===== src/rtl/pal_pkg.sv =====
package pal_pkg;
    localparam int unsigned DED_INPUTS  = 10;
    localparam int unsigned BIDIR_PINS  = 6;
    localparam int unsigned SLICES      = 8;
    localparam int unsigned TERMS_EACH  = 8;

    typedef enum logic [1:0] {
        LD_EMPTY = 2'd0,
        LD_SHIFT = 2'd1,
        LD_READY = 2'd2
    } ld_state_t;
endpackage


===== src/rtl/pal_fuse_loader.sv =====
module pal_fuse_loader
    import pal_pkg::*;
#(
    parameter int unsigned FUSES = 2048,
    localparam int unsigned CW   = $clog2(FUSES + 1)
) (
    input  logic             clk,
    input  logic             rst_n,
    input  logic             cfg_en,
    input  logic             cfg_bit,
    output logic [FUSES-1:0] fuse_q,
    output logic [CW-1:0]    bit_cnt,
    output logic             done
);
    ld_state_t state_q, state_d;
    logic      last_bit;

    assign last_bit = (bit_cnt == CW'(FUSES - 1));

    // state register
    always_ff @(posedge clk) begin
        if (!rst_n) state_q <= LD_EMPTY;
        else        state_q <= state_d;
    end

    // next-state decode
    always_comb begin
        state_d = state_q;
        unique case (state_q)
            LD_EMPTY: if (cfg_en)             state_d = LD_SHIFT;
            LD_SHIFT: if (cfg_en && last_bit) state_d = LD_READY;
            LD_READY: if (cfg_en)             state_d = LD_SHIFT;
            default:                          state_d = LD_EMPTY;
        endcase
    end

    // bit counter: restarts whenever a load begins from EMPTY or READY
    always_ff @(posedge clk) begin
        if (!rst_n) begin
            bit_cnt <= '0;
        end else if (cfg_en) begin
            if (state_q == LD_SHIFT) bit_cnt <= bit_cnt + 1'b1;
            else                     bit_cnt <= CW'(1);
        end
    end

    // fuse storage: first bit in ends at the top fuse number
    always_ff @(posedge clk) begin
        if (!rst_n)      fuse_q <= '0;
        else if (cfg_en) fuse_q <= {fuse_q[FUSES-2:0], cfg_bit};
    end

    // outputs from state
    always_comb begin
        done = (state_q == LD_READY);
    end
endmodule


===== src/rtl/pal_term_plane.sv =====
module pal_term_plane #(
    parameter int unsigned SIGS  = 16,
    parameter int unsigned ROWS  = 64,
    localparam int unsigned COLS  = 2 * SIGS,
    localparam int unsigned FUSES = ROWS * COLS
) (
    input  logic [SIGS-1:0]  sig,
    input  logic [FUSES-1:0] fuse_q,
    output logic [ROWS-1:0]  term
);
    logic [COLS-1:0] lit;

    for (genvar k = 0; k < SIGS; k++) begin : g_lit
        assign lit[2*k]     = sig[k];
        assign lit[2*k + 1] = ~sig[k];
    end

    // a blown fuse forces its column to 1; intact ones pass the literal
    for (genvar r = 0; r < ROWS; r++) begin : g_row
        assign term[r] = &(~fuse_q[r*COLS +: COLS] | lit);
    end
endmodule


===== src/rtl/pal_slice_merge.sv =====
module pal_slice_merge #(
    parameter int unsigned SLICES     = 8,
    parameter int unsigned TERMS_EACH = 8,
    localparam int unsigned ROWS      = SLICES * TERMS_EACH
) (
    input  logic [ROWS-1:0]   term,
    input  logic              live,
    output logic [SLICES-1:0] pin_out,
    output logic [SLICES-1:0] pin_oe
);
    for (genvar s = 0; s < SLICES; s++) begin : g_slice
        assign pin_oe[s]  = live & term[s*TERMS_EACH];
        assign pin_out[s] = ~(|term[s*TERMS_EACH + 1 +: TERMS_EACH - 1]);
    end
endmodule


===== src/rtl/pal_array.sv =====
module pal_array
    import pal_pkg::*;
#(
    parameter int unsigned N_DED  = DED_INPUTS,
    parameter int unsigned N_IO   = BIDIR_PINS,
    parameter int unsigned N_SL   = SLICES,
    parameter int unsigned N_TERM = TERMS_EACH,
    localparam int unsigned N_SIG = N_DED + N_IO,
    localparam int unsigned N_ROW = N_SL * N_TERM,
    localparam int unsigned FUSES = N_ROW * 2 * N_SIG,
    localparam int unsigned CW    = $clog2(FUSES + 1)
) (
    input  logic             clk,
    input  logic             rst_n,
    input  logic             cfg_en,
    input  logic             cfg_bit,
    output logic             cfg_done,
    input  logic [N_DED-1:0] ded_in,
    input  logic [N_IO-1:0]  io_in,
    output logic [N_SL-1:0]  pin_out,
    output logic [N_SL-1:0]  pin_oe
);
    logic [FUSES-1:0] fuse_q;
    logic [CW-1:0]    ld_cnt;
    logic [N_ROW-1:0] term;
    logic [N_SIG-1:0] sig;

    assign sig = {io_in, ded_in};

    pal_fuse_loader #(.FUSES(FUSES)) loader_i (
        .clk     (clk),
        .rst_n   (rst_n),
        .cfg_en  (cfg_en),
        .cfg_bit (cfg_bit),
        .fuse_q  (fuse_q),
        .bit_cnt (ld_cnt),
        .done    (cfg_done)
    );

    pal_term_plane #(.SIGS(N_SIG), .ROWS(N_ROW)) plane_i (
        .sig    (sig),
        .fuse_q (fuse_q),
        .term   (term)
    );

    pal_slice_merge #(.SLICES(N_SL), .TERMS_EACH(N_TERM)) merge_i (
        .term    (term),
        .live    (cfg_done),
        .pin_out (pin_out),
        .pin_oe  (pin_oe)
    );
endmodule


===== config.mk =====
export PLATFORM = sky130hd
export DESIGN_NAME = pal_array
export DESIGN_NICKNAME = d
export VERILOG_FILES = /design/src/rtl/pal_pkg.sv /design/src/rtl/pal_fuse_loader.sv /design/src/rtl/pal_term_plane.sv /design/src/rtl/pal_slice_merge.sv /design/src/rtl/pal_array.sv
export SDC_FILE = /design/constraint.sdc
export NUM_CORES = 2
export LEC_CHECK = 0
export BUFFER_PORTS_ARGS = -buffer_cell sky130_fd_sc_hd__buf_2
export CAP_MARGIN = 20
export CORE_UTILIZATION = 60
export DETAILED_ROUTE_END_ITERATION = 7
export HOLD_SLACK_MARGIN = 0.03
export PLACE_DENSITY = 0.76
export SYNTH_ARGS = -nofsm -noshare
export SYNTH_HDL_FRONTEND = slang
export SYNTH_SLANG_ARGS = --single-unit

===== constraint.sdc =====
create_clock -name clk -period 2.8 [get_ports clk]
set_input_delay 0.14 -clock clk [delete_from_list [all_inputs] [get_ports clk]]
set_output_delay 0.14 -clock clk [all_outputs]
set_load 0.01 [all_outputs]

; Word-level counts from Yosys, hierarchy flattened
; Index checks and enable logic that the tools add are counted.
[word_totals]
register_bits = 2062
latchBits = 0
mem_bits_rw = 0
romBits = 0
output_inout_bits = 17
elab_cells = 249
n_memories = 0
[op_classes]
n_addsub = 1
multipliers = 0
div = 0
order_cmp = 0
n_eq_ne = 5
n_shift = 0
n_mux = 4
n_bitwise = 160
reduce_logical = 76
[ops]
columns = op, count
row1 = 32-bit inverter, 64
row2 = 32-bit OR, 64
row3 = 32-bit AND reduction, 64
row4 = 7-bit OR reduction, 8
row5 = 1-bit inverter, 24
row6 = "12-bit by 1-bit adder with 12-bit output, second input constant", 1
row7 = "12-bit by 11-bit == test with 1-bit output, second input constant", 1
row8 = 12-bit 2-to-1 mux, 1
row9 = 1-bit AND, 8
row10 = 2-bit 2-to-1 mux, 2
row11 = "2-bit by 1-bit inequality test with 1-bit output, second input constant", 2
row12 = 2-bit case mux with 2 select lines, 1
row13 = "2-bit by 1-bit == test with 1-bit output, second input constant", 1
row14 = "2-bit == test, second input constant", 1
row15 = 2-bit zero test, 1
row16 = 2-bit AND reduction, 1
row17 = 2-bit OR reduction, 1
row18 = 1-bit logical AND, 1

; Depth between registers and ports, before layout
[logic_depth]
depth_word = 5
ltp_mapped = 7
ltp_nobuf = 6

; Hierarchy
; Synthesis repeated with hierarchy kept, for this count alone.
[hier_totals]
cells_unflattened = 8149
area_unflattened_um2 = 91602.9
[modules_own_cells]
columns = mod, n_inst, cells_each, area_each_um2, seq_area_each_um2
row1 = pal_fuse_loader, 1, 6669, 77654.5, 41279.6
row2 = pal_term_plane, 1, 1456, 13708.1, 0.0
row3 = pal_slice_merge, 1, 24, 240.2, 0.0

; Worst setup path after synthesis
; Ideal clock, no wire load.
[synth_path]
path_kind = input-to-output
start = input ded_in[1]
end = output pin_oe[0]
t_arrival_ns = 1.648
required_time_ns = 2.660
setup_slack_ns = 1.012
path_stages = 7
path_buffers = 3
cell_sequence = buf_6 > buf_4 > buf_2 > mux2i_1 > and4_1 > nand3_1 > nor4_1
[synth_via]
elab_chain_len = 4
[synth_rtl]
columns = element, line_no
row1 = from (decl), pal_array.sv:18  ; input logic [N_DED-1:0] ded_in,
row2 = 1-bit inverter, pal_term_plane.sv:15  ; assign lit[2*k + 1] = ~sig[k];
row3 = 32-bit OR *, pal_term_plane.sv:20  ; assign term[r] = &(~fuse_q[r*COLS +: COLS] | lit);
row4 = 32-bit AND reduction *, pal_term_plane.sv:20
row5 = 1-bit AND *, pal_slice_merge.sv:12  ; assign pin_oe[s] = live & term[s*TERMS_EACH];
row6 = to (decl), pal_array.sv:21  ; output logic [N_SL-1:0] pin_oe
; Mark *: on every way between the ends. The rest lies on a longest branch, timed or not.

; Worst setup path in the final report
[layout_path]
start = register loader_i.fuse_q[50]
end = output pin_out[0]
[layout_via]
elab_chain_len = 5
[layout_rtl]
columns = element, line_no
row1 = from (decl), pal_fuse_loader.sv:11  ; output logic [FUSES-1:0] fuse_q,
row2 = from (signal assigned), pal_fuse_loader.sv:50  ; else if (cfg_en) fuse_q <= {fuse_q[FUSES-2:0], cfg_bit};
row3 = 32-bit inverter, pal_term_plane.sv:20
row4 = 32-bit OR, pal_term_plane.sv:20
row5 = 32-bit AND reduction, pal_term_plane.sv:20
row6 = 7-bit OR reduction, pal_slice_merge.sv:13  ; assign pin_out[s] = ~(|term[s*TERMS_EACH + 1 +: TERMS_EACH - 1]);
row7 = 1-bit inverter, pal_slice_merge.sv:13
row8 = to (decl), pal_array.sv:20  ; output logic [N_SL-1:0] pin_out,
; No other way between the ends.

==> impl_metrics.csv <==
group,metric,value,unit
global_route,grt_antenna_before_repair,1,
timing,final_min_period_over_clock_period,102,%
worst_setup_path,r2r_start,"loader_i.bit_cnt[0]",
pwr,power_density,604,nW/um^2
final_layout,finish.cell_count_without_fillers,10300,
worst_setup_path,slowest_stage,"sky130_fd_sc_hd__or4_4",
clock_tree,htreeDepth,4,
logic_synthesis,synth_largest_type_area_fraction,45.7,%
timing,finalClockSkew,0.0276,ns
logic_synthesis,synthTopCellsByCount,"sky130_fd_sc_hd__mux2i_1 (3073), sky130_fd_sc_hd__dfxtp_1 (2062), sky130_fd_sc_hd__nor2b_1 (2052), sky130_fd_sc_hd__clkbuf_1 (250), sky130_fd_sc_hd__nand4_1 (244)",
logic_synthesis,synth_area_leader_cell,"sky130_fd_sc_hd__dfxtp_1",
detailed_routing,highest_layer,"met5",
detailed_routing,wl_met3,5.72,mm
global_route,grt_use_total,25.9,%
final_layout,post-route-util,67.5,%
timing,timing.final.crit_period,2.84,ns
timing,drv_slew,0,
logic_synthesis,synth_top_cells_by_area,"sky130_fd_sc_hd__dfxtp_1 (46%), sky130_fd_sc_hd__mux2i_1 (34%), sky130_fd_sc_hd__nor2b_1 (14%)",
die,placeableCoreArea,150000,sq um
die,fp.dieH,390,microns
hold_path,holdCritPathClass,"input pin to flip-flop",
logic_synthesis,ys_seq_elements,2062,
detailed_routing,detailroute.wirelength.met2,92.6,mm
timing,rsz0062_at_grt,"yes",
worst_setup_path,depth_of_the_most_critical_reg_to_reg_path,6,
final_layout,nNetsFinal,8118,
logic_synthesis,yosys_warnings,0,
timing,final_setup_slack_of_the_worst_path,-0.0423,ns
hold_path,whs_path_depth,4,
detailed_routing,wl_per_cell,19.6,microns
timing,tightestPinTransition,0.840,ns
logic_synthesis,synth.lib_cells_used.distinct,28,
clock_tree,cts.sink_count,2062,
timing,finalHoldViolations,0,
global_route,via_count_of_the_first_global_routing_pass,56100,
worst_setup_path,worstSetupStartpointType,"flip-flop",
die,ioPinCount,37,
detailed_routing,dr_total_vias,56800,
logic_synthesis,post_synth_instance_area,90400,sq um
worst_setup_path,worst_ep_required_time,2.66,ns
logic_synthesis,synth.yosys.seq_area_share,45.7,%
detailed_routing,first_iter_violations,3173,
clock_tree,clock-root-buffer,"sky130_fd_sc_hd__clkbuf_16",
detailed_routing,number_of_routed_nets_with_antenna_violations,0,
logic_synthesis,proportion_of_register_bits_with_asynchronous_set_or_reset_after_synthesis,0,%
worst_setup_path,crit_type,"flip-flop to primary output",
place,finalWeightedCongestion,0.819,
die,dieWidth,390,microns
run,max_cap_violations,0,
timing,setup-violations-final,1,
global_route,wire_length_of_the_first_global_routing_pass,318,mm
final_layout,areaGrowthSynthToFinish,11.7,%
hold_path,hold_path_startpoint,"cfg_bit",
place,placement.io_buffers,36,
die,row_count,142,
clock_tree,cts-buffers-inserted,207,
pwr,power.ir.vdd_worst,0.510,mV
pwr,leakagePower,42.6,nW
clock_tree,clkLatencyLatePin,0.83,ns
clock_tree,cts_max_path_buffers,3,
detailed_routing,drt_first_pass_iters,5,
detailed_routing,detail_route.wirelength,202,mm
timing,fin_tns_setup,-0.0423,ns
final_layout,final_instance_area,101000,sq um
hold_path,terminating_pin_of_the_worst_hold_path,"loader_i.fuse_q[0]",
logic_synthesis,syn_inst,8151,
detailed_routing,route.detailed.vias_per_inst,5.52,
worst_setup_path,crit_family,"simple AND/OR/NAND/NOR gates",
logic_synthesis,synth-main-ff-cell,"sky130_fd_sc_hd__dfxtp_1",
timing,worst_slew_margin_rel,43.5,%
place,placement.cell_area,93100,sq um
place,placement.setup.worst_slack,-0.149,ns
detailed_routing,drt-met1-wl,99.7,mm
place,dp.final_hpwl,127,mm
clock_tree,reg_clk_slew_reported_paths,0.06,ns
detailed_routing,remaining_drc_errors,0,
logic_synthesis,syn_nets,8172,
status,run_status,"finished with violations",
worst_setup_path,crit_buf_inv,2,
timing,max_freq,352,MHz
logic_synthesis,synth_area_per_cell,11.1,sq um
die,initial_utilization,60.4,%
global_route,grt_start_max_net_pins,183,
clock_tree,tritoncts,"done",
worst_setup_path,r2r_slack,1.29,ns
worst_setup_path,crit_path_max_fanout,3,
logic_synthesis,yosysMostFrequentCell,"sky130_fd_sc_hd__mux2i_1",
status,failed_checks,"setup timing",
final_layout,drive_above_1_share,11.0,%
global_route,global_route.overflow_total,0,
worst_setup_path,worst_path_largest_cell_delay,0.60,ns
worst_setup_path,crit_start,"loader_i.fuse_q[50]",
die,die_area,152000,sq um
place,place.detailed.instances,9875,
worst_setup_path,cp_cell_sequence,"mux2i_2 -> nand4_1 -> nor4_2 -> or4_4 -> nor4_4 -> buf_4 -> buf_2",
logic_synthesis,synth_enable_flop_cells,0,
worst_setup_path,critical_path_arrival,2.70,ns
worst_setup_path,cp-end-kind,"primary output",
worst_setup_path,reg2reg_to,"loader_i.bit_cnt[10]",
cell families (layout without fill, tap and decap cells):
family          count (synthesis)  in the layout  share of synthesized area [%]
fa+ha+maj                       1              1                         0.0138
mux                          3073           3073                           34.0
xor+xnor                       10             10                         0.0969
other cells                     0              1                              0
compound gates                  4              4                         0.0249
buf+inv                       573            686                           3.42
simple gates                 2428           2428                           16.7
flops                        2062           2062                           45.7
placed cells by master, fill, tap and decap left out, types with 18 or more instances in the layout:
cell type	count
sky130_fd_sc_hd__buf_6	21
sky130_fd_sc_hd__buf_4	180
sky130_fd_sc_hd__clkbuf_8	55
sky130_fd_sc_hd__clkinv_2	25
sky130_fd_sc_hd__nand4_1	244
sky130_fd_sc_hd__clkbuf_1	57
sky130_fd_sc_hd__nor2b_1	2051
sky130_fd_sc_hd__nor4_1	47
sky130_fd_sc_hd__dfxtp_1	1822
sky130_fd_sc_hd__buf_12	88
sky130_fd_sc_hd__dfxtp_2	234
sky130_fd_sc_hd__mux2i_1	3060
sky130_fd_sc_hd__clkbuf_16	213
sky130_fd_sc_hd__nand3_1	18
report_power, final:
| group | leakage, nW | internal (mW) | switching [mW] |
|---|---|---|---|
| clock network | 3.44 | 16.5 | 11.6 |
| registers | 16.7 | 29.3 | 0.00495 |
| logic | 22.5 | 1.59 | 1.93 |
| total | 42.6 | 47.4 | 13.6 |
layer usage:
metal | vias up | global-route usage [%]
met4 | 2 | 5.68
met3 | 267 | 3.09
li1 | 28100 | -
met5 | - | 0
met2 | 614 | 42.0
met1 | 27700 | 36.9
flip-flops by register name, indices dropped and copies added (netlist names):
name,flops
loader_i.state_q,2
loader_i.fuse_q,2048
loader_i.bit_cnt,12
worst min-delay path, cell delays in order:
cell	delay (ns)
sky130_fd_sc_hd__dlygate4sd3_1	0.53
sky130_fd_sc_hd__buf_2	0.10
sky130_fd_sc_hd__mux2i_1	0.06
sky130_fd_sc_hd__nor2b_1	0.09
metrics by stage:
step	total power [mW]	hold slack, ns
final	61.0	0.127
after CTS	61.4	0.0937
after global routing	62.8	0.132
after global placement	33.5	0.405
after detailed placement	33.5	0.413
after floorplan	32.6	0.310
area by class of cell:
cell class                 count  area [sq um]
fill                       11500         48600
multi-input combinational   5516         46400
sequential                  2062         41600
clock buffer                 325          6300
timing repair buffer         308          3470
tap                         2016          2520
clock inverter                51           671
inverter                       2          7.51
antenna                        1          2.50
worst max-delay path by stage:
stage	to	slack, ns	cells past startpoint
after detailed placement	pin_out[0]	-0.15	9
after floorplan	pin_oe[0]	1.01	7
after global placement	pin_out[3]	-0.58	9
after global routing	pin_out[0]	-0.11	7
after CTS	pin_out[0]	-0.12	7
final	pin_out[0]	-0.04	7
timing repair:
action                                 in CTS  in global routing
pin swaps                                  33                 23
endpoints found under the hold margin      65                  0
setup endpoints to repair                  14                  9
setup buffers                              24                  3
hold buffers                                4                  0
gates resized for setup                   215                 97
No activity file was read; power rests on OpenSTA's default activity.
